--- src/rtl/echo_ctrl_regs.sv ---
module echo_ctrl_regs #(
  parameter logic [6:0] DEV_ADDR = 7'b0011100,
  parameter logic [7:0] GRP_A    = 8'h38,
  parameter logic [7:0] GRP_B    = 8'h39
) (
  input  logic       clk,
  input  logic       rst_n,
  input  logic       ce_i,
  input  logic       scl_i,
  input  logic       sda_i,
  output logic       sda_oe,
  output logic [2:0] line_sel,
  output logic       key_en,
  output logic [2:0] mic1_gain,
  output logic [2:0] mic2_gain,
  output logic [3:0] test_bits,
  output logic [2:0] delay_code,
  output logic [2:0] echo_gain,
  output logic [2:0] fb_gain
);
  localparam int FRAME_BITS = 16;
  localparam int CW = $clog2(FRAME_BITS + 2);

  typedef enum logic [1:0] {P_IDLE, P_ADDR, P_SUB, P_DATA} phase_t;

  logic [2:0] ce_q, scl_q, sda_q;

  always_ff @(posedge clk) begin
    if (!rst_n) begin
      ce_q  <= '0;
      scl_q <= '1;
      sda_q <= '1;
    end else begin
      ce_q  <= {ce_q[1:0], ce_i};
      scl_q <= {scl_q[1:0], scl_i};
      sda_q <= {sda_q[1:0], sda_i};
    end
  end

  logic ce, ce_rise, ce_fall, scl_rise, scl_fall, bit_in, start_c, stop_c;
  assign ce       = ce_q[1];
  assign ce_rise  = ce_q[1] & ~ce_q[2];
  assign ce_fall  = ~ce_q[1] & ce_q[2];
  assign scl_rise = scl_q[1] & ~scl_q[2];
  assign scl_fall = ~scl_q[1] & scl_q[2];
  assign bit_in   = sda_q[1];
  assign start_c  = ~ce & scl_q[1] & scl_q[2] & ~sda_q[1] & sda_q[2];
  assign stop_c   = ~ce & scl_q[1] & scl_q[2] & sda_q[1] & ~sda_q[2];

  // three-wire path
  logic [7:0]    tw_addr;
  logic [15:0]   tw_data;
  logic [CW-1:0] tw_cnt;

  always_ff @(posedge clk) begin
    if (!rst_n) begin
      tw_addr <= '0;
      tw_data <= '0;
      tw_cnt  <= '0;
    end else if (ce_rise) begin
      tw_cnt <= '0;
    end else if (scl_rise) begin
      if (ce) begin
        tw_data <= {tw_data[14:0], bit_in};
        if (tw_cnt != '1) tw_cnt <= tw_cnt + 1'b1;
      end else begin
        tw_addr <= {tw_addr[6:0], bit_in};
      end
    end
  end

  logic tw_ok, tw_we_a, tw_we_b;
  assign tw_ok   = ce_fall && (tw_cnt == CW'(FRAME_BITS));
  assign tw_we_a = tw_ok && (tw_addr == GRP_A);
  assign tw_we_b = tw_ok && (tw_addr == GRP_B);

  // I2C path
  phase_t     ph;
  logic [7:0] sh;
  logic [3:0] bc;
  logic [2:0] sub_q;
  logic       in_ack, ack_q;

  logic sub_ok, byte_done;
  assign sub_ok    = (sh[7:3] == 5'd0) && (sh[2:0] != 3'd0) && (sh[2:0] <= 3'd4);
  assign byte_done = scl_fall && (bc == 4'd8) && !in_ack;

  always_ff @(posedge clk) begin
    if (!rst_n) begin
      ph <= P_IDLE; sh <= '0; bc <= '0; sub_q <= '0; in_ack <= 1'b0; ack_q <= 1'b0;
    end else if (ce || stop_c) begin
      ph <= P_IDLE; in_ack <= 1'b0; ack_q <= 1'b0;
    end else if (start_c) begin
      ph <= P_ADDR; bc <= '0; in_ack <= 1'b0; ack_q <= 1'b0;
    end else if (ph != P_IDLE) begin
      if (in_ack) begin
        if (scl_fall) begin
          in_ack <= 1'b0; ack_q <= 1'b0; bc <= '0;
        end
      end else if (scl_rise && bc != 4'd8) begin
        sh <= {sh[6:0], bit_in};
        bc <= bc + 1'b1;
      end else if (byte_done) begin
        case (ph)
          P_ADDR:
            if (sh == {DEV_ADDR, 1'b0}) begin
              ack_q <= 1'b1; in_ack <= 1'b1; ph <= P_SUB;
            end else ph <= P_IDLE;
          P_SUB:
            if (sub_ok) begin
              sub_q <= sh[2:0]; ack_q <= 1'b1; in_ack <= 1'b1; ph <= P_DATA;
            end else ph <= P_IDLE;
          default: begin
            ack_q <= 1'b1; in_ack <= 1'b1;
          end
        endcase
      end
    end
  end

  logic i2c_we;
  assign i2c_we = !ce && !start_c && !stop_c && (ph == P_DATA) && byte_done;
  assign sda_oe = ack_q;

  // register file
  always_ff @(posedge clk) begin
    if (!rst_n) begin
      line_sel <= '0; key_en <= 1'b0; mic1_gain <= '0; mic2_gain <= '0;
      test_bits <= '0; delay_code <= '0; echo_gain <= '0; fb_gain <= '0;
    end else if (tw_we_a) begin
      line_sel  <= tw_data[15:13];
      key_en    <= tw_data[12];
      mic1_gain <= tw_data[11:9];
      mic2_gain <= tw_data[8:6];
      test_bits <= tw_data[5:2];
    end else if (tw_we_b) begin
      echo_gain  <= tw_data[15:13];
      delay_code <= tw_data[12:10];
      fb_gain    <= tw_data[9:7];
    end else if (i2c_we) begin
      case (sub_q)
        3'd1: begin line_sel <= sh[7:5]; key_en <= sh[4]; mic1_gain <= sh[2:0]; end
        3'd2: begin mic2_gain <= sh[7:5]; test_bits <= sh[3:0]; end
        3'd3: begin delay_code <= sh[7:5]; echo_gain <= sh[2:0]; end
        default: fb_gain <= sh[7:5];
      endcase
    end
  end

  logic any_we;
  logic [22:0] cfg_vec;
  assign any_we  = tw_we_a | tw_we_b | i2c_we;
  assign cfg_vec = {line_sel, key_en, mic1_gain, mic2_gain, test_bits, delay_code, echo_gain, fb_gain};

  assert_fields_hold_R11: assert property (@(posedge clk) disable iff (!rst_n)
    !$past(any_we) |-> $stable(cfg_vec));

  assert_no_ack_ce_high_R12: assert property (@(posedge clk) disable iff (!rst_n)
    (ce_q[2] && $past(ce_q[2])) |-> !sda_oe);

  assert_ack_in_slot_R3: assert property (@(posedge clk) disable iff (!rst_n)
    sda_oe |-> in_ack);

  assert_ack_on_low_clock_R3: assert property (@(posedge clk) disable iff (!rst_n)
    $rose(sda_oe) |-> !scl_q[1]);

  assert_one_writer_R9: assert property (@(posedge clk) disable iff (!rst_n)
    !(i2c_we && (tw_we_a || tw_we_b)));
endmodule

--- config.mk ---
export PLATFORM = sky130hd
export DESIGN_NAME = echo_ctrl_regs
export DESIGN_NICKNAME = d
export VERILOG_FILES = /design/src/rtl/echo_ctrl_regs.sv
export SDC_FILE = /design/constraint.sdc
export NUM_CORES = 1
export LEC_CHECK = 0
export CAP_MARGIN = 0
export CORE_UTILIZATION = 55
export DETAILED_ROUTE_END_ITERATION = 7
export HOLD_SLACK_MARGIN = 0.15
export PLACE_DENSITY = 0.76
export SYNTH_ARGS = -nofsm -noshare
export SYNTH_HDL_FRONTEND = slang
export SYNTH_SLANG_ARGS = --single-unit
--- constraint.sdc ---
create_clock -name clk -period 4.5 [get_ports clk]
set_input_delay 1.125 -clock clk [delete_from_list [all_inputs] [get_ports clk]]
set_output_delay 1.125 -clock clk [all_outputs]
set_load 0.02 [all_outputs]
==> results of run 1 <==
==> path summary, 6_finish.rpt <==
check                                         start                        end  slack (ns)  depth (start not counted)
worst max-delay path                          rst_n  test_bits[1]$_SDFFE_PN0P_        1.65                          7
worst min-delay path            sda_q[0]$_SDFF_PN1_        sda_q[1]$_SDFF_PN1_        0.43                          1
worst max register to register   ph[0]$_SDFFE_PP0P_         sh[4]$_SDFFE_PN0P_        1.84                          7
worst min register to register  sda_q[0]$_SDFF_PN1_        sda_q[1]$_SDFF_PN1_        0.43                          1
==> power by group <==
part,total (mW),internal [mW],leakage [nW],switching (mW)
registers,0.720,0.713,0.646,0.00713
logic,0.0469,0.0181,0.706,0.0288
clock network,0.551,0.288,0.103,0.263
total,1.32,1.02,1.46,0.299
==> cell usage after synthesis (all sizes together), types with 2 or more instances <==
library cell / instances
nor4: 3
clkbuf: 10
buf: 4
xor2: 3
and2: 4
nor2: 40
inv: 9
nor3b: 3
nand3b: 3
or2: 2
nand3: 6
ha: 9
mux2: 8
nand2: 57
a21oi: 26
nand2b: 7
o21ai: 18
dfxtp: 80
or4: 2
or3b: 2
nand4b: 2
nand4: 4
nor2b: 2
o31ai: 2
and4b: 2
mux2i: 43
nor3: 8
xnor2: 2
a211oi: 3
and3: 2
==> sequential cells by signal, indices dropped and copies added, names as in the netlist, 4 cells and up <==
name and cells:
tw_cnt 5, tw_addr 8, tw_data 16, bc 4
sh 8, test_bits 4
==> cell families (layout without fill, tap and decap cells) <==
| family | after synthesis | after routing | synth area share [%] |
|---|---|---|---|
| buffers and inverters | 23 | 55 | 2.94 |
| XOR/XNOR | 5 | 5 | 1.25 |
| AND/OR/NAND/NOR | 154 | 154 | 22.7 |
| flip-flops | 80 | 80 | 45.8 |
| adder cells (fa/ha/maj) | 9 | 9 | 3.22 |
| AO/OA/AOI/OAI | 56 | 56 | 9.13 |
| multiplexers | 51 | 51 | 14.9 |
==> through the flow <==
stage | instances | instance area (sq um) | setup WS (ns)
CTS | 485 | 4030 | 1.64
finish | 485 | 4030 | 1.65
global placement | 469 | 3820 | 1.32
floorplan | 378 | 3490 | 2.20
global route | 485 | 4030 | 1.46
detailed placement | 469 | 3820 | 1.29
==> routing by layer <==
layer  global-route usage (%)  wire length [um]  vias up
li1                         -                 -     1363
met1                     32.9              3670     1355
met2                     41.1              3660       75
met3                     4.67               346       13
met4                     10.5               146        0
met5                        0                 0        -
==> layout make-up <==
type | count | area (sq um) | share of cell area (%)
Clock inverter | 4 | 51.3 | 1.27
Clock buffer | 12 | 155 | 3.85
Multi-Input combinational cell | 275 | 1800 | 44.6
Tap cell | 75 | 93.8 | 2.33
Timing Repair Buffer | 30 | 295 | 7.33
Inverter | 9 | 33.8 | 0.839
Sequential cell | 80 | 1600 | 39.8
==> key figures, run 1 <==
Run status
  – Run status: complete, no violations

Timing
  – Clock Skews: 0.00615 ns
  – Setup TNS: 0 ns
  – Rel. slew slack: 35.1%
  – Min cycle time layout: 2.85 ns
  – RSZ-0062 raised after global routing: no
  – Measured slew at the worst slew-check pin: 0.969 ns
  – Final setup fails: 0
  – Period utilization: 63.4%
  – Worst hold slack: 0.428 ns
  – Slew Limit Fails: 0
  – Hold Violations, Final: 0
  – Peak Freq: 351 MHz

Synthesis
  – Async set or reset register ratio after synthesis: 0%
  – Syn. warnings: 0
  – Post-synth top area share: 45.8%
  – Syn Area/Cell: 9.24 sq um
  – Sequential fraction of the synthesis area: 45.8%
  – Synthesized cell area: 3490 sq um
  – Count of cell types in the netlist: 49
  – Dominant synthesized flop cell: dfxtp_1
  – Syn nets: 392
  – FF+latch count, synth: 80
  – Post-synth EDFFs: 0
  – Synth area leaders: dfxtp_1, mux2i_1, nand2_1
  – Cell taking the most area after synthesis: dfxtp_1
  – Gate count of the mapped netlist: 378

Detailed routing
  – DR pass1 iterations: 4
  – WL/cell: 16.1 um
  – Routed Antenna Nets: 0
  – Vias per inst: 5.79
  – Final Routed Wirelength: 7.82 mm
  – Iter 0 DRT Violations: 139
  – Via count: 2806
  – DRC Markers: 0

Global route
  – Vias in the first global route: 2642
  – Gr ovfl total: 0
  – Number of antenna violations at the first check in global routing: 0
  – Tot GR Track Use: 25.3%
  – Largest net degree at the start of global routing: 46
  – Global-route wire length before repair: 12.6 mm

Clock tree
  – Hold_buf cts: 0
  – CTS HTree Levels: 3
  – Post-CTS Resized: 0
  – Clock root cell: clkbuf_8
  – TritonCTS clock tree: yes
  – CTS Buf Count: 9
  – Clk buf depth: 2
  – Clk slew on worst S/H paths: 0.08 ns
  – Skew-Pair Late Insertion Delay: 0.35 ns
  – Clk sinks: 80
  – Setup bufs post-CTS: 0

Layout
  – Most frequent cells in the layout: dfxtp_1, nand2_1, mux2i_1
  – Layout area overhead: 15.2%
  – Layout cell share with drive strength beyond 1: 9.51%
  – Final core occ: 66.8%
  – Fillers: 495
  – Antenna Cells: 0
  – Final nets: 419
  – Most common cell after layout, fill and taps aside: dfxtp_1

Worst setup path
  – Slowest-stage cell, CP: nor3_1
  – CP arrival: 3.13 ns
  – CP top delay family: simple AND/OR/NAND/NOR gates
  – CP max stage delay: 0.55 ns
  – Startpoint Class: input pin
  – Largest fanout on the critical path: 22
  – Worst path bufs/invs: 3
  – CP Capture Type: flip-flop
  – CP Class: input pin to flip-flop
  – WP data required: 4.78 ns
  – Crit path cell chain: clkdlybuf4s50_1 > buf_4 > inv_2 > or3_2 > nor3_1 > nand2_1 > o21ai_1

Worst hold path
  – Hold crit path type: flip-flop to flip-flop

Placed design
  – Hpwl dp: 5.31 mm
  – Port bufs: 28
  – RePlAce Congestion: 0.915

Power
  – VDD IR max: 0.192 mV
  – Pwr Total: 1.32 mW
  – Leak: 1.46 nW
  – Pwr Density: 327 nW/um^2

Floorplan
  – Die area: 6680 sq um
  – Starting Density: 58.0%
  – Io pins: 29
  – # rows: 28
  – Die W: 81.7 um
  – Die H: 81.7 um
  – Core Area: 6030 sq um

Run
  – # Max-Cap Violations: 0
Power figures use the tool's default switching activity.
==> run 2, diff against run 1 <==
==> constraint.sdc (replaced) <==
create_clock -name clk -period 2.9 [get_ports clk]
set_input_delay 0.725 -clock clk [delete_from_list [all_inputs] [get_ports clk]]
set_output_delay 0.725 -clock clk [all_outputs]
set_load 0.02 [all_outputs]
==> run 2 against run 1 <==
Flip-flop and latch count stayed put. Die area unchanged. Global-route usage is 0.14 points higher. Sequential share of layout area is 0.26 points lower. Worst hold slack got worse by 0.013 ns. First-iteration DRC count up 35%. Combinational power is 57% higher. Clock skew increased by 0.0027 ns. Power is 54% higher. Wire length decreased by 1.6%. Sequential power rose by 56%. Register-to-register slack worse by 1.2 ns. Critical endpoint is now ph[0]$_SDFFE_PP0P_. Largest power group unchanged.
==> key figures, run 2 (same netlist as run 1, synthesis figures left out) <==
Floorplan
  – Core Area: 6030 sq um (unchanged)
  – Starting Density: 58.0% (unchanged)
  – Die W: 81.7 um (unchanged)
  – Io pins: 29 (unchanged)
  – Die area: 6680 sq um (unchanged)
  – Die H: 81.7 um (unchanged)
  – # rows: 28 (unchanged)

Worst setup path
  – R2R setup slack: 0.59 ns (was 1.84 ns)
  – CP max stage delay: 0.54 ns (was 0.55 ns)
  – CP Capture Type: flip-flop (unchanged)
  – Reg2Reg Depth: 6 (was 7)
  – WP data required: 3.18 ns (was 4.78 ns)
  – Startpoint Class: flip-flop (was input pin)
  – Crit path cell chain: inv_1 > ha_1 > or3b_2 > nor3_1 > mux2_2 > a211oi_1 (was clkdlybuf4s50_1 > buf_4 > inv_2 > or3_2 > nor3_1 > nand2_1 > o21ai_1)
  – R2r endpoint: ph[0]$_SDFFE_PP0P_ (was sh[4]$_SDFFE_PN0P_)
  – Slowest-stage cell, CP: or3b_2 (was nor3_1)
  – CP arrival: 2.59 ns (was 3.13 ns)
  – CP Class: flip-flop to flip-flop (was input pin to flip-flop)
  – CP top delay family: simple AND/OR/NAND/NOR gates (unchanged)
  – Largest fanout on the critical path: 5 (was 22)
  – R2r startpoint: ph[0]$_SDFFE_PP0P_ (unchanged)
  – Worst path bufs/invs: 1 (was 3)

Power
  – Pwr Total: 2.03 mW (was 1.32 mW)
  – VDD IR max: 0.352 mV (was 0.192 mV)
  – Leak: 1.47 nW (was 1.46 nW)
  – Pwr Density: 501 nW/um^2 (was 327 nW/um^2)

Detailed routing
  – DRC Markers: 0 (unchanged)
  – Routed Antenna Nets: 0 (unchanged)
  – Final Routed Wirelength: 7.69 mm (was 7.82 mm)
  – Vias per inst: 5.67 (was 5.79)
  – WL/cell: 15.7 um (was 16.1 um)
  – Via count: 2772 (was 2806)
  – DR pass1 iterations: 4 (unchanged)
  – Iter 0 DRT Violations: 187 (was 139)

Global route
  – Largest net degree at the start of global routing: 46 (unchanged)
  – Met2 Use GR: 40.8% (was 41.1%)
  – GR Layer Usage met3: 6.22% (was 4.67%)
  – Busiest layer in global routing: met2 (unchanged)
  – Grt met1 use: 33.3% (was 32.9%)
  – Vias in the first global route: 2605 (was 2642)
  – Gr ovfl total: 0 (unchanged)
  – Global-route wire length before repair: 12.6 mm (about the same)
  – Number of antenna violations at the first check in global routing: 0 (unchanged)
  – Tot GR Track Use: 25.4% (was 25.3%)

Clock tree
  – Post-CTS Resized: 0 (unchanged)
  – CTS Buf Count: 9 (unchanged)
  – Clock root cell: clkbuf_8 (unchanged)
  – Clk slew on worst S/H paths: 0.08 ns (about the same)
  – TritonCTS clock tree: yes (unchanged)
  – CTS HTree Levels: 3 (unchanged)
  – Clk sinks: 80 (unchanged)
  – Clk buf depth: 2 (unchanged)
  – Setup bufs post-CTS: 0 (unchanged)
  – Hold_buf cts: 0 (unchanged)
  – Skew-Pair Late Insertion Delay: 0.36 ns (was 0.35 ns)

Worst hold path
  – Hold path cells: 1 (unchanged)
  – Hold crit path type: flip-flop to flip-flop (unchanged)
  – Hold wc startpoint: sda_q[0]$_SDFF_PN1_ (unchanged)
  – WHS Endpoint: sda_q[1]$_SDFF_PN1_ (unchanged)

Placed design
  – RePlAce Congestion: 0.861 (was 0.915)
  – Dpl cells: 473 (was 469)
  – Port bufs: 28 (unchanged)
  – Hpwl dp: 5.30 mm (was 5.31 mm)
  – Worst slack at placement: 0.411 ns (was 1.29 ns)

Timing
  – Rel. slew slack: 51.0% (was 35.1%)
  – RSZ-0062 raised after global routing: no (unchanged)
  – Final setup fails: 0 (unchanged)
  – Min cycle time layout: 2.31 ns
  – Setup TNS: 0 ns (unchanged)
  – Clock Skews: 0.00887 ns (was 0.00615 ns)
  – Hold Violations, Final: 0 (unchanged)
  – Peak Freq: 433 MHz
  – Period utilization: 79.6%
  – Slew Limit Fails: 0 (unchanged)
  – Setup ws final: 0.591 ns (was 1.65 ns)
  – Measured slew at the worst slew-check pin: 0.733 ns (was 0.969 ns)

Layout
  – Max reg flops: 16 (unchanged)
  – Most frequent cells in the layout: dfxtp_1, nand2_1, mux2i_1 (unchanged)
  – Layout cell share with drive strength beyond 1: 10.6% (was 9.51%)
  – Largest Register: tw_data (unchanged)
  – Largest registers: tw_data x16, sh x8, tw_addr x8 (unchanged)
  – Area of the multi-input gates: 1800 sq um (unchanged)
  – Fin cells: 489 (was 485)
  – Layout area overhead: 16.0% (was 15.2%)
  – FF/Latch Area: 1600 sq um (unchanged)
  – Final nets: 423 (was 419)
  – Antenna Cells: 0 (unchanged)
  – Fillers: 512 (was 495)
  – Most common cell after layout, fill and taps aside: dfxtp_1 (unchanged)

Run
  – # Max-Cap Violations: 0 (unchanged)

Run status
  – Run status: complete, no violations (unchanged)
[run 2: changes by cell type in the layout (fill, tap and decap cells not counted), sizes merged]
cell      change
buf           +4
clkbuf        -3
inv           +1
clkinvlp      +2
[run 2: power by group]
part,internal (mW),total [mW],switching (mW)
combinational,0.0286,0.0734,0.0447
clock,0.404,0.839,0.434
sequential,1.11,1.12,0.0112
[run 2: per-stage QoR]
stage               util [%]  area [sq um]  hold slack, ns
global route            67.3          4050           0.445
CTS                     67.3          4050           0.421
detailed placement      63.9          3850           0.397
global placement        63.9          3850           0.403
finish                  67.3          4050           0.415
floorplan                  -          3490           0.386
[run 2: layer usage]
layer,vias up,routed length (um)
li1,1371,-
met1,1324,3640
met2,65,3520
met3,12,448
met4,0,88
met5,-,0
[run 2: worst max path at each step]
stage                            start                    endpoint  slack (ns)  cells after the start
CTS                 ph[0]$_SDFFE_PP0P_          ph[0]$_SDFFE_PP0P_        0.60                      6
global placement                 rst_n   echo_gain[2]$_SDFFE_PN0P_        0.47                      6
finish              ph[0]$_SDFFE_PP0P_          ph[0]$_SDFFE_PP0P_        0.59                      6
floorplan           ph[0]$_SDFFE_PP0P_          ph[0]$_SDFFE_PP0P_        0.81                      6
detailed placement               rst_n  delay_code[0]$_SDFFE_PN0P_        0.41                      6
global route        ph[0]$_SDFFE_PP0P_          ph[0]$_SDFFE_PP0P_        0.49                      6
[run 2: area by class of cell]
class / count / share of cell area (%)
timing repair buffer: 34 / 8.03
clock inverter: 7 / 1.95
multi-input combinational: 275 / 44.3
inverter: 9 / 0.834
tap: 75 / 2.32
sequential: 80 / 39.5
clock buffer: 9 / 3.06
==> run 3, diff against run 2 <==
--- a/config.mk
+++ b/config.mk
@@ -6,7 +6,7 @@
 export NUM_CORES = 1
 export LEC_CHECK = 0
 export CAP_MARGIN = 0
-export CORE_UTILIZATION = 55
+export CORE_UTILIZATION = 52
 export DETAILED_ROUTE_END_ITERATION = 7
 export HOLD_SLACK_MARGIN = 0.15
 export PLACE_DENSITY = 0.76
==> constraint.sdc (replaced) <==
create_clock -name clk -period 1.9 [get_ports clk]
set_input_delay 0.475 -clock clk [delete_from_list [all_inputs] [get_ports clk]]
set_output_delay 0.475 -clock clk [all_outputs]
set_load 0.02 [all_outputs]
==> run 3 against run 2 <==
The flow now finishes with violations (design-rule violations, negative setup slack). Power is 48% higher. Non-clock buffer count grew 44. Die area increased by 5.6%. Critical path type unchanged.
==> key figures, run 3 (same netlist as run 1, synthesis figures left out) <==
Layout
  – Layout area overhead: 29.4% (was 16.0%)
  – Fin area: 4520 sq um (was 4050 sq um)
  – Largest Register: tw_data (unchanged)
  – Max reg flops: 16 (unchanged)
  – Most frequent cells in the layout: dfxtp_1, nand2_1, buf_4 (was dfxtp_1, nand2_1, mux2i_1)
  – Final nets: 467 (was 423)
  – Final core occ: 70.4% (was 67.3%)
  – Layout cell share with drive strength beyond 1: 24.0% (was 10.6%)
  – Most common cell after layout, fill and taps aside: dfxtp_1 (unchanged)
  – Largest registers: tw_data x16, sh x8, tw_addr x8 (unchanged)
  – Antenna Cells: 0 (unchanged)

Timing
  – Period utilization: 102% (was 79.6%)
  – Hold Violations, Final: 0 (unchanged)
  – Worst hold slack: 0.406 ns (was 0.415 ns)
  – Peak Freq: 515 MHz (was 433 MHz)
  – Clock Skews: 0.0173 ns (was 0.00887 ns)
  – Final setup fails: 20 (was 0)
  – Setup TNS: -0.518 ns (was 0 ns)
  – Min cycle time layout: 1.94 ns (was 2.31 ns)
  – Measured slew at the worst slew-check pin: 0.564 ns (was 0.733 ns)
  – Slew Limit Fails: 0 (unchanged)
  – Setup ws final: -0.0428 ns (was 0.591 ns)
  – Rel. slew slack: 62.0% (was 51.0%)
  – RSZ-0062 raised after global routing: yes (was no)

Worst setup path
  – CP arrival: 2.17 ns (was 2.59 ns)
  – Slowest-stage cell, CP: or4b_4 (was or3b_2)
  – WP data required: 2.13 ns (was 3.18 ns)
  – CP max stage delay: 0.57 ns (was 0.54 ns)
  – Startpoint Class: flip-flop (unchanged)
  – CP Class: flip-flop to flip-flop (unchanged)
  – Crit path cell chain: or4b_4 > nor4_4 > buf_6 > mux2_4 > mux2i_1 > nor2_1 (was inv_1 > ha_1 > or3b_2 > nor3_1 > mux2_2 > a211oi_1)
  – Largest fanout on the critical path: 7 (was 5)
  – CP Capture Type: flip-flop (unchanged)

Clock tree
  – CTS Buf Count: 9 (unchanged)
  – CTS HTree Levels: 3 (unchanged)
  – Clock root cell: clkbuf_8 (unchanged)
  – Clk sinks: 80 (unchanged)
  – Skew-Pair Late Insertion Delay: 0.37 ns (was 0.36 ns)
  – Clk slew on worst S/H paths: 0.09 ns (was 0.08 ns)
  – TritonCTS clock tree: yes (unchanged)
  – Clk buf depth: 2 (unchanged)

Run
  – # Max-Cap Violations: 0 (unchanged)

Global route
  – Largest net degree at the start of global routing: 46 (unchanged)
  – Global-route wire length before repair: 14.0 mm (was 12.6 mm)
  – Gr ovfl total: 0 (unchanged)
  – Vias in the first global route: 2923 (was 2605)
  – Number of antenna violations at the first check in global routing: 0 (unchanged)
  – Tot GR Track Use: 25.3% (was 25.4%)

Floorplan
  – Die H: 84.0 um (was 81.7 um)
  – Die W: 84.0 um (was 81.7 um)
  – Io pins: 29 (unchanged)
  – Starting Density: 54.4% (was 58.0%)
  – # rows: 29 (was 28)
  – Die area: 7050 sq um (was 6680 sq um)
  – Core Area: 6420 sq um (was 6030 sq um)

Worst hold path
  – Hold crit path type: flip-flop to flip-flop (unchanged)

Detailed routing
  – Final Routed Wirelength: 8.35 mm (was 7.69 mm)
  – Vias per inst: 5.55 (was 5.67)
  – Iter 0 DRT Violations: 207 (was 187)
  – DRC Markers: 2 (was 0)
  – Via count: 2967 (was 2772)
  – Routed Antenna Nets: 0 (unchanged)
  – WL/cell: 15.6 um (was 15.7 um)
  – DR pass1 iterations: 7 (was 4)

Power
  – Switch Pwr: 0.768 mW (was 0.490 mW)
  – Comb pwr share: 5.1% (was 3.6%)
  – Leak: 1.71 nW (was 1.47 nW)
  – VDD IR max: 0.594 mV (was 0.352 mV)
  – Seq pwr share: 56.4% (was 55.1%)
  – Clock power frac: 38.4% (was 41.3%)
  – Sw Ratio: 25.5% (was 24.2%)
  – Pwr Density: 666 nW/um^2 (was 501 nW/um^2)
  – Internal: 2.24 mW (was 1.54 mW)

Run status
  – Run status: complete, but fails checks (was complete, no violations)
  – Violated checks: design-rule violations, negative setup slack

Placed design
  – Hpwl dp: 5.73 mm (was 5.30 mm)
  – Worst slack at placement: -0.225 ns (was 0.411 ns)
  – Port bufs: 28 (unchanged)
  – Area after DPL: 4190 sq um (was 3850 sq um)
  – RePlAce Congestion: 0.854 (was 0.861)
run 3: final timing paths:
kind,slack [ns],depth (start not counted),endpoint,start
worst max-delay path,-0.04,6,mic1_gain[2]$_SDFFE_PN0P_,tw_addr[1]$_SDFFE_PN0P_
worst min-delay path,0.41,1,sda_q[1]$_SDFF_PN1_,sda_q[0]$_SDFF_PN1_
worst max register to register,-0.04,6,mic1_gain[2]$_SDFFE_PN0P_,tw_addr[1]$_SDFFE_PN0P_
worst min register to register,0.41,1,sda_q[1]$_SDFF_PN1_,sda_q[0]$_SDFF_PN1_
run 3: per-stage QoR:
step	std cells	power (mW)
6_report	535	3.01
5_1_grt	535	3.11
4_1_cts	534	3.01
3_5_place_dp	516	1.88
3_3_place_gp	516	1.87
2_1_floorplan	378	1.82
run 3: layout make-up:
cell class / instances / area [sq um]
Multi-Input combinational cell: 275 / 1930
Inverter: 9 / 33.8
Timing Repair Buffer: 78 / 674
Tap cell: 77 / 96.3
Fill cell: 494 / 1900
Clock inverter: 7 / 55.1
Sequential cell: 80 / 1610
Clock buffer: 9 / 124
run 3: per-layer routing:
layer,up-vias,global-route usage [%],part of all wire [%]
li1,1457,-,-
met2,76,41.2,47
met3,18,4.95,3.8
met5,-,0,0
met1,1416,33.3,47
met4,0,9.56,2.0
run 3: critical path, delay by kind of cell, from the launching register on:
family	cells	cell delay, ns
AND/OR/NAND/NOR	3	0.85
flip-flops	1	0.32
buffers and inverters	1	0.20
multiplexers	2	0.45
run 3: what timing repair did:
| action | in CTS | in global routing |
|---|---|---|
| hold endpoints to repair | 0 | 0 |
| endpoints found under the setup margin | 37 | 44 |
| pin swaps | 7 | 9 |
| gates resized for setup | 22 | 20 |
| setup buffers | 2 | 1 |
| cloned | 0 | 0 |
| hold buffers | 0 | 0 |
run 3: power groups by stage:
stage	sequential (mW)	clock (mW)	combinational [mW]
CTS	1.70	1.17	0.146
global route	1.70	1.24	0.168
detailed placement	1.74	0	0.141
finish	1.70	1.16	0.155
global placement	1.74	0	0.136
floorplan	1.74	0	0.0836
